$ cat src/rtl/phase_meter_pkg.sv
package phase_meter_pkg;
  localparam int CHAN_BITS = 5;
  localparam int BIT_BITS  = 3;
  localparam int POS_W     = CHAN_BITS + BIT_BITS;

  typedef struct packed {
    logic capture;   // take a snapshot of the local position
    logic rise;      // synchronised marker rising edge seen (same cycle)
  } phase_strobe_t;
endpackage

$ cat src/rtl/phase_sync_ctrl.sv
module phase_sync_ctrl
  import phase_meter_pkg::*;
#(
  parameter int SYNC_STAGES = 2
) (
  input  logic          clk,
  input  logic          rstN,
  input  logic          rxMarker,
  output phase_strobe_t strb
);
  logic [SYNC_STAGES-1:0] syncChain;
  logic                   markerLast;
  logic                   markerSync;

  always_ff @(posedge clk) begin
    if (!rstN) begin
      syncChain  <= '0;
      markerLast <= 1'b0;
    end else begin
      syncChain  <= {syncChain[SYNC_STAGES-2:0], rxMarker};
      markerLast <= markerSync;
    end
  end

  assign markerSync = syncChain[SYNC_STAGES-1];

  always_comb begin
    strb.rise    = markerSync & ~markerLast;
    strb.capture = strb.rise;
  end

  // a single marker rise never yields two back-to-back captures
  p_single_capture_r5: assert property (@(posedge clk) disable iff (!rstN)
    strb.capture |=> !strb.capture);
endmodule

$ cat src/rtl/phase_meter_dp.sv
module phase_meter_dp
  import phase_meter_pkg::*;
(
  input  logic             clk,
  input  logic             rstN,
  input  logic             framePulse,
  input  phase_strobe_t    strb,
  output logic [POS_W-1:0] phaseWord,
  output logic             frameCount,
  output logic             phaseValid
);
  localparam logic [POS_W-1:0] HALF = POS_W'(1) << (POS_W - 1);

  logic [POS_W-1:0] bitPos;
  logic             haveRef;
  logic             crossUp;
  logic             crossDown;

  // local bus position: channel in upper bits, bit in lower bits
  always_ff @(posedge clk) begin
    if (!rstN)           bitPos <= '0;
    else if (framePulse) bitPos <= '0;
    else                 bitPos <= bitPos + POS_W'(1);
  end

  // boundary crossing by the shorter path between two captures
  always_comb begin
    crossUp   = haveRef && (phaseWord > bitPos) && ((phaseWord - bitPos) > HALF);
    crossDown = haveRef && (bitPos > phaseWord) && ((bitPos - phaseWord) > HALF);
  end

  always_ff @(posedge clk) begin
    if (!rstN) begin
      phaseWord  <= '0;
      frameCount <= 1'b0;
      phaseValid <= 1'b0;
      haveRef    <= 1'b0;
    end else begin
      phaseValid <= strb.capture;
      if (strb.capture) begin
        phaseWord <= bitPos;
        haveRef   <= 1'b1;
        if (crossUp || crossDown) frameCount <= ~frameCount;
      end
    end
  end

  // frame pulse restarts the position at zero
  p_frame_restart_r2: assert property (@(posedge clk) disable iff (!rstN)
    framePulse |=> (bitPos == '0));
  // free running step of one with natural wrap
  p_free_step_r10: assert property (@(posedge clk) disable iff (!rstN)
    (!framePulse && $past(rstN)) |=> (bitPos == $past(bitPos) + POS_W'(1)));
  // the phase word only moves alongside a valid strobe
  p_word_hold_r6: assert property (@(posedge clk) disable iff (!rstN)
    !phaseValid |-> $stable(phaseWord));
  // the ninth bit only moves alongside a valid strobe
  p_count_hold_r6: assert property (@(posedge clk) disable iff (!rstN)
    !phaseValid |-> $stable(frameCount));
  // valid is a one-cycle pulse
  p_valid_pulse_r5: assert property (@(posedge clk) disable iff (!rstN)
    phaseValid |=> !phaseValid);
endmodule

$ cat src/rtl/frame_phase_meter.sv
module frame_phase_meter
  import phase_meter_pkg::*;
(
  input  logic             clk,
  input  logic             rstN,
  input  logic             framePulse,
  input  logic             rxMarker,
  output logic [POS_W-1:0] phaseWord,
  output logic             frameCount,
  output logic             phaseValid
);
  phase_strobe_t strb;

  phase_sync_ctrl #(.SYNC_STAGES(2)) u_ctrl (
    .clk      (clk),
    .rstN     (rstN),
    .rxMarker (rxMarker),
    .strb     (strb)
  );

  phase_meter_dp u_dp (
    .clk        (clk),
    .rstN       (rstN),
    .framePulse (framePulse),
    .strb       (strb),
    .phaseWord  (phaseWord),
    .frameCount (frameCount),
    .phaseValid (phaseValid)
  );
endmodule

$ cat config.mk
export PLATFORM = sky130hd
export DESIGN_NAME = frame_phase_meter
export DESIGN_NICKNAME = d
export VERILOG_FILES = /design/src/rtl/phase_meter_pkg.sv /design/src/rtl/phase_sync_ctrl.sv /design/src/rtl/phase_meter_dp.sv /design/src/rtl/frame_phase_meter.sv
export SDC_FILE = /design/constraint.sdc
export NUM_CORES = 1
export LEC_CHECK = 0
export BUFFER_PORTS_ARGS = -buffer_cell sky130_fd_sc_hd__buf_2
export CAP_MARGIN = 25
export CORE_MARGIN = 10
export CORE_UTILIZATION = 35
export DETAILED_ROUTE_END_ITERATION = 8
export GPL_TIMING_DRIVEN = 1
export PLACE_DENSITY = 0.61
export SLEW_MARGIN = 20
export SYNTH_ARGS = -nofsm -noshare
export SYNTH_HDL_FRONTEND = slang
export SYNTH_HIERARCHICAL = 1
export SYNTH_SLANG_ARGS = --single-unit
$ cat constraint.sdc
create_clock -name clk -period 2.9 [get_ports clk]
set_input_delay 0.29 -clock clk [delete_from_list [all_inputs] [get_ports clk]]
set_output_delay 0.29 -clock clk [all_outputs]
set_load 0.02 [all_outputs]
# --- After elaboration in Yosys (flattened, before gate mapping) ---
# Index checks and enable logic that the tools add are counted.
totals:
  regBits: 22
  latchBits: 0
  ram_bits: 0
  rom_bits: 0
  output_inout_bits: 10
  word_cells: 25
  memories: 0
classes:
  n_addsub: 3
  multipliers: 0
  n_div: 0
  magnitude_cmp: 4
  n_eq_ne: 0
  n_shift: 0
  n_mux: 0
  bitwise_logic: 4
  n_reduce_logical: 7
ops:
  columns: ["op", "n"]
  rows:
  - ["$gt 8x8->1", 2]
  - ["$gt 8x8->1 const B", 2]
  - ["$sub 8x8->8", 2]
  - ["$add 8x1->8 const B", 1]
  - ["$logic_and 1x1->1", 4]
  - ["$not 1->1", 3]
  - ["$reduce_and 2->1", 1]
  - ["$reduce_or 2->1", 1]
  - ["$and 1x1->1", 1]
  - ["$logic_or 1x1->1", 1]

# --- Logic depth before layout (Yosys ltp) ---
depth:
  depth_word: 5
  depth_mapped: 10
  depth_no_buf: 10

# --- Modules after synthesis ---
# The synthesis kept the hierarchy.
by_module_without_submodules:
  columns: ["mod", "n_inst", "cells_each", "area_per_inst_um2", "seq_area_each_um2"]
  rows:
  - ["phase_meter_dp", 1, 176, 1467.7, 380.4]
  - ["phase_sync_ctrl", 1, 8, 100.1, 60.1]

# --- Least setup slack after synthesis ---
# No wires, ideal clock.
synth_timing:
  kind: "register to register"
  startpoint: "register u_dp.phaseWord[3]"
  endpoint: "register u_dp.frameCount"
  setup_ns: 0.128
  arrival_ns: 2.102
  required_time_ns: 2.772
  setup_slack_ns: 0.670
  path_stages_with_launch: 11
  n_path_buf: 1
  synth_period_minus_slack_ns: 2.230
  path_cell_list: "dfxtp_1 -> inv_1 -> ha_1 -> buf_6 -> a21o_1 -> a31o_1 -> nor3_1 -> a31oi_1 -> o41ai_2 -> o32ai_1 -> mux2i_1"
synth_via:
  elab_chain_cells: 5
  elab_cells_between_ends: 12
synth_lines:
  columns: ["element", "line", "rtl"]
  rows:
  - ["start, declared", "phase_meter_dp.sv:8", "output logic [POS_W-1:0] phaseWord,"]
  - ["start signal, assigned", "phase_meter_dp.sv:41", "phaseWord <= bitPos;"]
  - ["$sub 8x8->8 (tied with other cells)", "phase_meter_dp.sv:28", "crossUp = haveRef && (phaseWord > bitPos) && ((phaseWord - bitPos) > HALF);"]
  - ["$gt 8x8->1 (tied with other cells)", "phase_meter_dp.sv:28", null]
  - ["$logic_and 1x1->1 (on tied branches)", "phase_meter_dp.sv:28, phase_meter_dp.sv:29", null]
  - ["$logic_or 1x1->1 *", "phase_meter_dp.sv:43", "if (crossUp || crossDown) frameCount <= ~frameCount;"]
  - ["$reduce_and 2->1 (no line) *", null, null]
  - ["end signal, assigned", "phase_meter_dp.sv:43", null]
  - ["end, declared", "phase_meter_dp.sv:9", "output logic frameCount,"]
# Every way passes the cells marked *; elsewhere a longest branch is shown, timed or not.
# A chain may end at the register's enable or synchronous reset.

# --- Final worst setup path ---
# Same ends and word-level chain as after synthesis.

==> out/results.md <==
- 22.80% — sw frac
- 0 — count of final hold-check violations
- sky130_fd_sc_hd__dfxtp_1 — largest area contributor in the netlist
- 56.1% — Seq pwr share
- 24 — row count
- sky130_fd_sc_hd__ha_1 — cell at the slowest stage of the critical path
- 3040 ps — data required time of the worst path
- 17 — largest net degree at the start of global routing
- 10 — Crit Path Max Fanout
- 8.520 sq um — average cell area after synthesis
- sky130_fd_sc_hd__dfxtp_1 — count leader, synth
- 9 — Stages on worst setup path
- 86.93 um — Die X-Extent
- 1568 sq um — synthesized cell area
- 5.540 mm — global-route wire length before repair
- 237.6 ps — worst hold slack
- 43 — number of DRC markers in iteration 0
- 13 — count of buffers from port buffering
- 86.93 um — Die Height
- 184 — synthesized instance count
- 4354 sq um — area inside the core boundary
- 8.838% — total track usage
- 22 — number of flip-flops and latches in the synthesized netlist
- done — TritonCTS clock tree
- 3.470 ps — Setup Skew
- 0 — count of cells resized by post-cts repair
- inv_1 > ha_1 > a21o_1 > a31o_1 > nor3_1 > a31oi_1 > o41ai_2 > o32ai_1 > mux2i_1 — cell-by-cell trace of the critical path
- 4 — First-pass DRT Iterations
- 0 — antenna-violating nets left
- false — unrepaired setup endpoints after global routing
- 328.3 nW/um^2 — power per standard cell area
- 590 ps — worst reg2reg setup slack
- 0.0006764 uW — cell leakage power
- 0 — post-CTS setup buffer count
- 79.56% — final worst path period share
- flip-flop — Setup crit start kind
- 2 — maximum buffer depth of the clock tree
- 9.424% — proportion of layout cells with a drive suffix above 1
- 7.183% — area added between synthesis and finish
- 40 — distinct cell type count of the synthesized netlist
- 13.27 um — average wire length per cell after detail routing
- 260 ps — worst skew pair latency
- u_dp/phaseWord[3] — Critical path origin
- 28.09% — area share of the largest cell type after synthesis
- 6 — YS warnings
- 215 — NumNets Final
- 7556 sq um — area of the die
- 0 — final routed DRC violation total
- 3 — clock buffer count from CTS
- 1 — H-tree Lvls
- 0 — total congestion overflow after global routing
- 10.5% — share of power burned in combinational logic
- 2307 ps — time the worst path needs with I/O delays and setup
- 14 — number of I/O pins
- 5.074 — average vias per placed instance
- 1680 sq um — Post-Layout Inst Area
- 2440 ps — WP data arrival
- 22 — number of sinks on the clock net
- input pin to flip-flop — class of the most critical hold timing path
- finished, final reports clean — status
- 3.225 mm — Final Routed Wirelength
- 1 — Crit path buffers/inverters
- u_dp/phaseWord[3] — startpoint of the lowest-slack register-to-register path
- sky130_fd_sc_hd__dfxtp_1 (28%), sky130_fd_sc_hd__ha_1 (14%), sky130_fd_sc_hd__mux2i_1 (6.4%), sky130_fd_sc_hd__xnor2_1 (6.1%), sky130_fd_sc_hd__inv_1 (4.8%) — biggest area contributors in the synthesized netlist
- u_dp/frameCount — endpoint of the most critical setup path
- flip-flop — crit path capture type
- 483.0 ps — transition time at the pin with the least slew margin
- 0% — share of flip-flops with an asynchronous set or reset
- 36.01% — Initial Util
- sky130_fd_sc_hd__dfxtp_1 — most frequently used flop master after synthesis
- 264.4 uV — IR Drop Worst-Case VDD
- 0 — number of enable flip-flop cells after synthesis
- compound AO/OA/AOI/OAI gates — category of cells accounting for the largest share of critical-path delay
- 206 — Syn Nets
- 80 ps — clk slew on worst S/H paths
- 0 ps — total negative slack for setup checks
- u_dp/frameCount — Critical R2R Capture
- sky130_fd_sc_hd__dfxtp_1 (22), sky130_fd_sc_hd__inv_1 (20), sky130_fd_sc_hd__ha_1 (17) — Synth top cells by count
- 1176 — via count of the first global-routing pass
- 33.4% — clock share of power
- 0 — max-slew violation total from the final report
- sky130_fd_sc_hd__clkbuf_8 — CTS Root Buffer Type
- 9 — number of cells traversed by the worst register-to-register path
- 0 — diode insertion count for antenna repair
- 67.56% — Worst slew margin
- 0 — number of antenna violations at the first check in global routing
- flip-flop to flip-flop — worst setup path class
- 0.8244 — RD Place Congestion
- 1233 — total number of vias
- 433.4 MHz — timing-limited maximum frequency
- 28.09% — proportion of synthesized chip area in sequential cells
- 125.8 uW — switching power summed over all nets
- 0 — Finish-stage setup viols
- 420 ps — maximum single-stage delay on the critical path
- 425.9 uW — Power Internal
- 2.489 mm — half-perimeter wire length of the detailed placement result
- 1639 sq um — total placed instance area
- 0 — Maximum Capacitance Violations
- 0 — number of buffers inserted for hold repair after clock tree synthesis
cell usage in the layout, fill, tap and decap left out:
master,instances
sky130_fd_sc_hd__nor2b_1,11
sky130_fd_sc_hd__ha_1,17
sky130_fd_sc_hd__a2111oi_0,1
sky130_fd_sc_hd__clkbuf_8,3
sky130_fd_sc_hd__nand3b_1,1
sky130_fd_sc_hd__o21ai_0,9
sky130_fd_sc_hd__and3_1,1
sky130_fd_sc_hd__or3_1,1
sky130_fd_sc_hd__nor2_1,9
sky130_fd_sc_hd__o41ai_2,1
sky130_fd_sc_hd__xnor2_1,11
sky130_fd_sc_hd__a31o_1,1
sky130_fd_sc_hd__a21oi_1,12
sky130_fd_sc_hd__a31oi_1,2
sky130_fd_sc_hd__nor2b_4,1
sky130_fd_sc_hd__nand4_1,1
sky130_fd_sc_hd__fa_1,1
sky130_fd_sc_hd__nor4_1,1
sky130_fd_sc_hd__inv_1,20
sky130_fd_sc_hd__nor3b_1,1
sky130_fd_sc_hd__nand2_1,8
sky130_fd_sc_hd__nand3_1,4
sky130_fd_sc_hd__nand2b_1,6
sky130_fd_sc_hd__nand4b_1,1
sky130_fd_sc_hd__a221oi_1,2
sky130_fd_sc_hd__buf_2,13
sky130_fd_sc_hd__a21o_1,3
sky130_fd_sc_hd__nor3_1,4
sky130_fd_sc_hd__mux2i_1,10
sky130_fd_sc_hd__o21a_1,2
sky130_fd_sc_hd__xor2_1,2
sky130_fd_sc_hd__o211ai_1,1
sky130_fd_sc_hd__o32ai_1,1
sky130_fd_sc_hd__and2_1,4
sky130_fd_sc_hd__o21bai_1,1
sky130_fd_sc_hd__o31a_1,1
sky130_fd_sc_hd__dfxtp_1,22
sky130_fd_sc_hd__o311a_1,1
how the worst min path moves through the flow:
stage	startpoint	to	slack, ps	cells past startpoint
after floorplan	u_ctrl/syncChain[0]	u_ctrl/syncChain[1]	410	1
after global placement	u_ctrl/syncChain[0]	u_ctrl/syncChain[1]	430	1
after detailed placement	u_ctrl/syncChain[0]	u_ctrl/syncChain[1]	430	1
after CTS	rxMarker	u_ctrl/syncChain[0]	230	2
after global routing	rxMarker	u_ctrl/syncChain[0]	230	2
final	rxMarker	u_ctrl/syncChain[0]	240	2
worst reg2reg max path, stage by stage (launching register included):
cell	delay, ps
sky130_fd_sc_hd__dfxtp_1	380
sky130_fd_sc_hd__inv_1	60
sky130_fd_sc_hd__ha_1	420
sky130_fd_sc_hd__a21o_1	220
sky130_fd_sc_hd__a31o_1	210
sky130_fd_sc_hd__nor3_1	180
sky130_fd_sc_hd__a31oi_1	70
sky130_fd_sc_hd__o41ai_2	360
sky130_fd_sc_hd__o32ai_1	150
sky130_fd_sc_hd__mux2i_1	130
stage by stage:
| stage | total power, uW | worst slack, ps | std cells | util (%) |
|---|---|---|---|---|
| CTS | 559.2 | 587.9 | 243 | 38.59 |
| global placement | 375.2 | 643.4 | 240 | 37.64 |
| global route | 578.1 | 289.0 | 243 | 38.59 |
| finish | 551.7 | 592.8 | 243 | 38.59 |
| floorplan | 362.4 | 670.1 | 184 | - |
| detailed placement | 375.3 | 617.7 | 240 | 37.64 |
flip-flops by register name, summed over array words and instances, names as in the netlist:
register,count
u_dp/phaseValid,1
u_ctrl/syncChain,2
u_dp/frameCount,1
u_dp/haveRef,1
u_dp/phaseWord,8
u_dp/bitPos,8
u_ctrl/markerLast,1
layout make-up:
type / count / area (sq um)
Sequential cell: 22 / 440.4
Timing Repair Buffer: 13 / 65.06
Fill cell: 449 / 2674
Inverter: 20 / 75.07
Multi-Input combinational cell: 133 / 993.5
Tap cell: 52 / 65.06
Clock buffer: 3 / 41.29
kinds of logic after synthesis:
group                      count (synthesis)  synth area share [%]
xor gates and xnor gates                  13                 7.263
and+or+nand+nor                           54                 19.00
muxes                                     10                 6.385
DFF                                       22                 28.09
AOI/OAI and AO/OA                         38                 15.88
adders and majority gates                 18                 14.84
buffers and inverters                     29                 8.539
power by group through the flow:
stage	clock (uW)	combinational, uW	sequential, uW
2_1_floorplan	0	45.5	317
3_3_place_gp	0	58.6	317
3_5_place_dp	0	58.6	317
4_1_cts	191	58.8	310
5_1_grt	203	65.4	310
6_report	184	58.1	309
per-layer routing:
| layer | share of wire [%] | wire length, um | global-route usage [%] | vias to the layer above |
|---|---|---|---|---|
| met1 | 50 | 1605 | 11.63 | 586 |
| met4 | 1.2 | 40 | 4.418 | 0 |
| li1 | - | - | - | 636 |
| met5 | 0 | 0 | 0 | - |
| met2 | 48 | 1542 | 13.99 | 9 |
| met3 | 1.1 | 36 | 0.7491 | 2 |
No activity file was read; power rests on OpenSTA's default activity.
